==> src/rtl/rf_pkg.sv <==
package rf_pkg;
  timeunit 1ns; timeprecision 1ps;

  typedef enum logic [1:0] {
    SZ_BYTE = 2'd0,
    SZ_WORD = 2'd1,
    SZ_LONG = 2'd2,
    SZ_WIDE = 2'd3   // treated as long
  } rf_size_e;

  typedef enum logic {
    CLS_DATA = 1'b0,
    CLS_ADDR = 1'b1
  } rf_class_e;
endpackage

==> src/rtl/rf_wr_fmt.sv <==
module rf_wr_fmt
  import rf_pkg::*;
#(
  parameter int DW = 32,
  parameter int BW = 8,
  parameter int WW = 16
) (
  input  logic [DW-1:0] old_i,
  input  logic [DW-1:0] new_i,
  input  rf_size_e      size_i,
  input  rf_class_e     cls_i,
  output logic [DW-1:0] val_o
);
  timeunit 1ns; timeprecision 1ps;

  logic [DW-1:0] merge_b, merge_w, sext_b, sext_w;

  assign merge_b = {old_i[DW-1:BW], new_i[BW-1:0]};
  assign merge_w = {old_i[DW-1:WW], new_i[WW-1:0]};
  assign sext_b  = {{(DW-BW){new_i[BW-1]}}, new_i[BW-1:0]};
  assign sext_w  = {{(DW-WW){new_i[WW-1]}}, new_i[WW-1:0]};

  always_comb begin
    case (size_i)
      SZ_BYTE: val_o = (cls_i == CLS_ADDR) ? sext_b : merge_b;
      SZ_WORD: val_o = (cls_i == CLS_ADDR) ? sext_w : merge_w;
      default: val_o = new_i;
    endcase
  end
endmodule

==> src/rtl/rf_bank.sv <==
module rf_bank
  import rf_pkg::*;
#(
  parameter int DW   = 32,
  parameter int NREG = 8,
  localparam int IW  = $clog2(NREG)
) (
  input  logic          clk_i,
  input  logic          rst_ni,
  input  logic          wr_en_i,
  input  rf_class_e     wr_cls_i,
  input  logic [IW-1:0] wr_idx_i,
  input  logic [DW-1:0] wr_val_i,
  input  logic          ptr_en_i,
  input  logic [IW-1:0] ptr_idx_i,
  input  logic [DW-1:0] ptr_val_i,
  output logic [DW-1:0] dreg_o [NREG],
  output logic [DW-1:0] areg_o [NREG]
);
  timeunit 1ns; timeprecision 1ps;

  for (genvar i = 0; i < NREG; i++) begin : g_reg
    logic          d_we, a_we, p_we;
    logic [DW-1:0] d_q, a_q;

    assign d_we = wr_en_i && (wr_cls_i == CLS_DATA) && (wr_idx_i == IW'(i));
    assign a_we = wr_en_i && (wr_cls_i == CLS_ADDR) && (wr_idx_i == IW'(i));
    assign p_we = ptr_en_i && (ptr_idx_i == IW'(i));

    always_ff @(posedge clk_i or negedge rst_ni) begin
      if (!rst_ni)   d_q <= '0;
      else if (d_we) d_q <= wr_val_i;
    end

    // main port has priority over pointer update
    always_ff @(posedge clk_i or negedge rst_ni) begin
      if (!rst_ni)   a_q <= '0;
      else if (a_we) a_q <= wr_val_i;
      else if (p_we) a_q <= ptr_val_i;
    end

    assign dreg_o[i] = d_q;
    assign areg_o[i] = a_q;
  end
endmodule

==> src/rtl/rf_rd_port.sv <==
module rf_rd_port
  import rf_pkg::*;
#(
  parameter int DW   = 32,
  parameter int NREG = 8,
  parameter int BW   = 8,
  parameter int WW   = 16,
  localparam int IW  = $clog2(NREG)
) (
  input  rf_class_e     cls_i,
  input  logic [IW-1:0] idx_i,
  input  rf_size_e      size_i,
  input  logic [DW-1:0] dreg_i [NREG],
  input  logic [DW-1:0] areg_i [NREG],
  output logic [DW-1:0] data_o,
  output logic [DW-1:0] lane_o
);
  timeunit 1ns; timeprecision 1ps;

  assign data_o = (cls_i == CLS_ADDR) ? areg_i[idx_i] : dreg_i[idx_i];

  always_comb begin
    case (size_i)
      SZ_BYTE: lane_o = {{(DW-BW){1'b0}}, data_o[BW-1:0]};
      SZ_WORD: lane_o = {{(DW-WW){1'b0}}, data_o[WW-1:0]};
      default: lane_o = data_o;
    endcase
  end
endmodule

==> src/rtl/sized_regfile.sv <==
module sized_regfile
  import rf_pkg::*;
#(
  parameter int DW   = 32,
  parameter int NREG = 8,
  parameter int BW   = 8,
  parameter int WW   = 16,
  localparam int IW  = $clog2(NREG)
) (
  input  logic          clk_i,
  input  logic          rst_ni,
  input  logic          wr_en_i,
  input  logic          wr_cls_i,
  input  logic [IW-1:0] wr_idx_i,
  input  logic [1:0]    wr_size_i,
  input  logic [DW-1:0] wr_data_i,
  input  logic          ptr_en_i,
  input  logic [IW-1:0] ptr_idx_i,
  input  logic [DW-1:0] ptr_data_i,
  input  logic          rd0_cls_i,
  input  logic [IW-1:0] rd0_idx_i,
  input  logic [1:0]    rd0_size_i,
  output logic [DW-1:0] rd0_data_o,
  output logic [DW-1:0] rd0_lane_o,
  input  logic          rd1_cls_i,
  input  logic [IW-1:0] rd1_idx_i,
  input  logic [1:0]    rd1_size_i,
  output logic [DW-1:0] rd1_data_o,
  output logic [DW-1:0] rd1_lane_o
);
  timeunit 1ns; timeprecision 1ps;

  logic [DW-1:0] dreg_q [NREG];
  logic [DW-1:0] areg_q [NREG];
  logic [DW-1:0] wr_old, wr_val;

  // previous content of the target, needed for data-class merge
  assign wr_old = wr_cls_i ? areg_q[wr_idx_i] : dreg_q[wr_idx_i];

  rf_wr_fmt #(.DW(DW), .BW(BW), .WW(WW)) u_fmt (
    .old_i  (wr_old),
    .new_i  (wr_data_i),
    .size_i (rf_size_e'(wr_size_i)),
    .cls_i  (rf_class_e'(wr_cls_i)),
    .val_o  (wr_val)
  );

  rf_bank #(.DW(DW), .NREG(NREG)) u_bank (
    .clk_i     (clk_i),
    .rst_ni    (rst_ni),
    .wr_en_i   (wr_en_i),
    .wr_cls_i  (rf_class_e'(wr_cls_i)),
    .wr_idx_i  (wr_idx_i),
    .wr_val_i  (wr_val),
    .ptr_en_i  (ptr_en_i),
    .ptr_idx_i (ptr_idx_i),
    .ptr_val_i (ptr_data_i),
    .dreg_o    (dreg_q),
    .areg_o    (areg_q)
  );

  rf_rd_port #(.DW(DW), .NREG(NREG), .BW(BW), .WW(WW)) u_rd0 (
    .cls_i  (rf_class_e'(rd0_cls_i)),
    .idx_i  (rd0_idx_i),
    .size_i (rf_size_e'(rd0_size_i)),
    .dreg_i (dreg_q),
    .areg_i (areg_q),
    .data_o (rd0_data_o),
    .lane_o (rd0_lane_o)
  );

  rf_rd_port #(.DW(DW), .NREG(NREG), .BW(BW), .WW(WW)) u_rd1 (
    .cls_i  (rf_class_e'(rd1_cls_i)),
    .idx_i  (rd1_idx_i),
    .size_i (rf_size_e'(rd1_size_i)),
    .dreg_i (dreg_q),
    .areg_i (areg_q),
    .data_o (rd1_data_o),
    .lane_o (rd1_lane_o)
  );
endmodule

==> config.mk <==
export PLATFORM = sky130hd
export DESIGN_NAME = sized_regfile
export DESIGN_NICKNAME = d
export VERILOG_FILES = /design/src/rtl/rf_pkg.sv /design/src/rtl/rf_wr_fmt.sv /design/src/rtl/rf_bank.sv /design/src/rtl/rf_rd_port.sv /design/src/rtl/sized_regfile.sv
export SDC_FILE = /design/constraint.sdc
export NUM_CORES = 1
export LEC_CHECK = 0
export CAP_MARGIN = 20
export CORE_UTILIZATION = 60
export DETAILED_ROUTE_END_ITERATION = 10
export PLACE_DENSITY = 0.81
export SETUP_SLACK_MARGIN = 0.05
export SLEW_MARGIN = 20
export SYNTH_ARGS = -nofsm -noshare
export SYNTH_HDL_FRONTEND = slang
export SYNTH_SLANG_ARGS = --single-unit
==> constraint.sdc <==
create_clock -name clk_i -period 2.94 [get_ports clk_i]
set_input_delay 0.588 -clock clk_i [delete_from_list [all_inputs] [get_ports clk_i]]
set_output_delay 0.588 -clock clk_i [all_outputs]
set_load 0.01 [all_outputs]
* After elaboration in Yosys (flattened, before gate mapping)
Cells that the tools add are included.
** Storage, ports and cells
- Bits in registers :: 512
- Input port bits :: 89
- Output and inout bits :: 128
- Logic and storage cells :: 117
** Cells by class
- $lt $le $gt $ge :: 3
- Eq/ne operators :: 17
- Multiplexer cells :: 38
- Bitwise logic cells :: 4
- Reduce and logical (&&, ||, !) cells :: 39
** Operators with widths (number)
- $mux 32 :: 30
- $bmux 32 s3 :: 5
- $pmux 32 s2 :: 3
- $logic_and 1x1->1 :: 26
- $eq 3x3->1 const B :: 8
- $reduce_bool 2->1 :: 8
- $eq 3x2->1 const B :: 4
- $ge 4x4->1 const B :: 3
- $not 3->4 :: 3
- $eq 2x1->1 const B :: 3
- $eq 3x1->1 const B :: 2
- $logic_not 2->1 :: 3
- $logic_not 3->1 :: 2
- $not 1->1 :: 1

* Logic depth before layout (Yosys ltp)
- Depth in word-level cells :: 7
- Gate-level depth with buffers :: 8
- Depth with buffers taken out :: 4

* By module
Synthesis repeated with hierarchy kept, for this count alone.
** Second synthesis, totals
- Cell total of the unflattened synthesis :: 2459
- Area, all modules :: 35042.4 µm²
** By module, submodules not included
- rf_bank :: times used 1, cells each 1470, area each 22158.8 µm²
- rf_rd_port :: times used 2, cells each 311, area each 4230.3 µm²
- sized_regfile :: times used 1, cells each 271, area each 3728.6 µm²
- rf_wr_fmt :: times used 1, cells each 96, area each 694.4 µm²

* Worst setup path after synthesis
OpenSTA, ideal clock, no wires.
- Path type :: in2out
- From :: in rd1_idx_i[0]
- To :: out rd1_lane_o[2]
- Arrival :: 2.027 ns
- Setup slack :: 0.325 ns
- Cell stages on the path :: 6
- Buffers on the path :: 3
- Cells stage by stage :: buf_2 -> buf_2 -> mux4_2 -> a22oi_1 -> nand2_1 -> buf_4
** Between the ends
- Cells in the longest elaborated chain, start to end :: 6
- Elaborated cells on any way between the ends :: 9
** Ends and longest elaborated chain
- start, declared :: line sized_regfile.sv:26 : input logic [IW-1:0] rd1_idx_i,
- $not 3->4 (implied by the code) (*) :: line rf_rd_port.sv:20 : assign data_o = (cls_i == CLS_ADDR) ? areg_i[idx_i] : dreg_i[idx_i];
- $bmux 32 s3 :: line rf_rd_port.sv:20
- $mux 32 (implied by the code) (2 in series) :: line rf_rd_port.sv:20
- $mux 32 (*) :: line rf_rd_port.sv:20
- net rd1_data_o[2] :: line sized_regfile.sv:28 : output logic [DW-1:0] rd1_data_o,
- $pmux 32 s2 (*) :: line rf_rd_port.sv:23 : case (size_i)
- end, declared :: line sized_regfile.sv:29 : output logic [DW-1:0] rd1_lane_o
Mark *: on every way through the listed nets, which the timed path passes. The rest lies on a longest branch. The select of a mux whose other input is x is not followed.

* Worst setup path in the final report
- From :: reg u_bank.g_reg[5].a_q[8]
- To :: out rd0_lane_o[8]
** Between the ends
- Cells in the longest elaborated chain, start to end :: 5
** Ends and longest elaborated chain
- start, declared :: line rf_bank.sv:24 : logic [DW-1:0] d_q, a_q;
- start signal, assigned :: line rf_bank.sv:38 : else if (a_we) a_q <= wr_val_i;
- start signal, assigned :: line rf_bank.sv:39 : else if (p_we) a_q <= ptr_val_i;
- $bmux 32 s3 :: line rf_rd_port.sv:20
- $mux 32 (implied by the code) (2 in series) :: line rf_rd_port.sv:20
- $mux 32 :: line rf_rd_port.sv:20
- $pmux 32 s2 :: line rf_rd_port.sv:23
- end, declared :: line sized_regfile.sv:24 : output logic [DW-1:0] rd0_lane_o,
Every way passes these cells. The select of a mux whose other input is x is not followed.

==> out/metrics.cfg <==
[status]
status=finished, violations left
violations=setup timing

[power_and_ir_drop]
p_switching_w=0.008866
seqPwrFrac=0.394
pwr-share-clk=0.275
cellLeakagePower_nw=17.03
p_int_w=0.01786
vdd_drop_max_v=0.0008401
swShare=0.3317
comb_power_share=0.331
powerDensity_nw_per_um2=668.3

[floorplanning]
boundaryPins=217
placementRows=84
coreArea_um2=52970
fp.dieH_um=234.3
die_x_um=234.3
start_util=0.6112
die_area_um2=54890

[sta]
maxSlewViolCount=0
rsz0062_at_grt=true
slew_headroom=0.4425
report.final.hold_viol_count=0
setup_ws_ps=-266.5
finalSetupViolations=7
fmax_mhz=311.9
fin_crit_ps=3206
worst_pin_slew_ps=835.3
post-route-period-util=1.091
fin_setup_tns_ps=-525.0
clock_skew_ps=9.166

[synthesis]
synth-seq-cells=512
synthesis.area_um2=32370
async_flop_share=1.000
synth-edff-count=0
synth_ff_type=dfrtp_1
syn_inst=2753
avgSynthCellArea_um2=11.76
yosysSeqAreaShare=0.3957
synth_fp_nets=2842
yosysWarnings=0
synth_cell_types=52

[placement]
gp_congestion=0.9484
dp_hpwl_um=68910
placement.io_buffers=216
placed_cell_area_um2=36670

[setup_path]
slowest_delay_ps=490
worstPathRequired_ps=2350
rr_worst_depth=7
critical_path_class=reg -> out
critPathMostFrequentCell=a211oi_2
worstReg2RegEnd=u_bank.g_reg[6].d_q[16]
crit_family=compound AO/OA/AOI/OAI gates
rrSetupSlack_ps=1060
crit-reg2reg-launch=u_bank.g_reg[2].d_q[16]
path_cells=mux4_2, nor2b_4, a211oi_2, buf_4, a211oi_2, buf_2
start_kind=flop
critPathSlowestCell=a211oi_2
cp.arrival_ps=2620
path_buf_inv=2
cp-end-kind=output pin
cp-startpoint=u_bank.g_reg[5].a_q[8]
critPathMaxFanout=3

[clocking]
cts_tree=yes
insertion_delay_ps=630
cts_root_buf=clkbuf_16
clkSlewWorstSetupHoldPaths_ps=70
cts_sinks=512
cts_buffers=54
cts_max_level=2
clockBufferDepth=3

[drt]
wl_met3_um=17830
via_per_inst=7.433
wl_um=120800
ant_nets=0
dr.pass1.iters=9
wl_met2_um=53170
drt-initial-drc-count=4409
vias=28530
route.detailed.drc=0
top_layer_used=met5
avgRoutedWirePerCell_um=31.48
wl_met1_um=39080

[global_route]
grt_max_degree=73
grt.overflow.total=0
antenna_found_initial=5
grtUsageTotal=0.4307
grt_pass1_vias=28660
grt_pass1_wl_um=174300

[finish]
drive_gt1_frac=0.3433
design_area_um2=40000
syn_to_final_growth_pct=23.55
fill_cells=3072
finalNetCount=3197
final_common_cell=dfrtp_1
final_cell_mix=dfrtp_1, mux2i_1, buf_4

[job]
cap_violations=0

[hold_path]
hp-class=in -> async

## what timing repair did
action	CTS	global route
hold endpoints to repair	50	0
setup endpoints to repair	128	84
buffers inserted	56	60
hold buffers	1	0
gates cloned	11	2
resized for setup	301	116
pin swaps	19	20
## power groups by stage
stage / Combinational [W] / Sequential [W] / Clock, W
floorplan: 0.00535 / 0.00981 / 0
global placement: 0.00763 / 0.0103 / 0
detailed placement: 0.00796 / 0.0105 / 0
CTS: 0.00816 / 0.0103 / 0.00727
global route: 0.00932 / 0.0107 / 0.00759
finish: 0.00885 / 0.0105 / 0.00734
## synthesized netlist by cell type, drive strengths merged, types with 56 or more instances
master  instances  share of area
dfrtp         512           0.40
mux2i         377           0.12
mux4          256           0.18
a21oi         243          0.038
nand2         209          0.024
buf           207          0.043
nor2          193          0.024
o21ai         176          0.027
mux2          172          0.064
clkbuf         84         0.0098
a211oi         76          0.019
nor2b          65          0.013
a22oi          56          0.013
## layout make-up
type | count | area, µm² | area share
Sequential cell | 512 | 12810 | 0.3204
Clock inverter | 25 | 331.6 | 0.008290
Tap cell | 688 | 860.8 | 0.02152
Antenna cell | 1 | 2.502 | 0.00006256
Multi-Input combinational cell | 1933 | 18180 | 0.4546
Inverter | 17 | 66.31 | 0.001658
Timing Repair Buffer | 590 | 6221 | 0.1555
Clock buffer | 72 | 1520 | 0.03801
## stage by stage
| stage | util | worst slack, ps | total power (W) | hold slack, ps | cells |
|---|---|---|---|---|---|
| 3_3_place_gp | 0.6923 | -327.4 | 0.01788 | 501.8 | 3613 |
| 5_1_grt | 0.7551 | -286.6 | 0.02758 | 544.9 | 3838 |
| 3_5_place_dp | 0.6923 | -463.0 | 0.01842 | 511.9 | 3613 |
| 2_1_floorplan | - | 324.6 | 0.01517 | 292.4 | 2753 |
| 4_1_cts | 0.7436 | -21.85 | 0.02577 | 529.3 | 3776 |
| 6_report | 0.7551 | -266.5 | 0.02673 | 525.0 | 3838 |
## flip-flops by register name, summed over array words and instances (netlist names)
register	cells
u_bank.g.d_q	256
u_bank.g.a_q	256
## logic make-up after synthesis
| group | after synthesis | share of synthesized area |
|---|---|---|
| AND/OR/NAND/NOR | 523 | 0.07312 |
| AO/OA/AOI/OAI | 605 | 0.1181 |
| multiplexers | 805 | 0.3586 |
| flip-flops | 512 | 0.3957 |
| buffers and inverters | 308 | 0.05449 |
## how the worst max path moves through the flow
| stage | cells after the start | slack [ps] | end |
|---|---|---|---|
| floorplan | 6 | 320 | rd1_lane_o[2] |
| global placement | 5 | -330 | rd0_lane_o[12] |
| detailed placement | 5 | -460 | rd0_lane_o[12] |
| CTS | 10 | -20 | rd1_data_o[6] |
| global route | 6 | -290 | rd0_lane_o[8] |
| finish | 6 | -270 | rd0_lane_o[8] |
## per-layer routing
metal	up-vias	track usage
met5	-	0
met1	13870	0.5296
met4	8	0.3171
met2	2771	0.6395
li1	10980	-
met3	904	0.1387
Power figures use the tool's default switching activity.
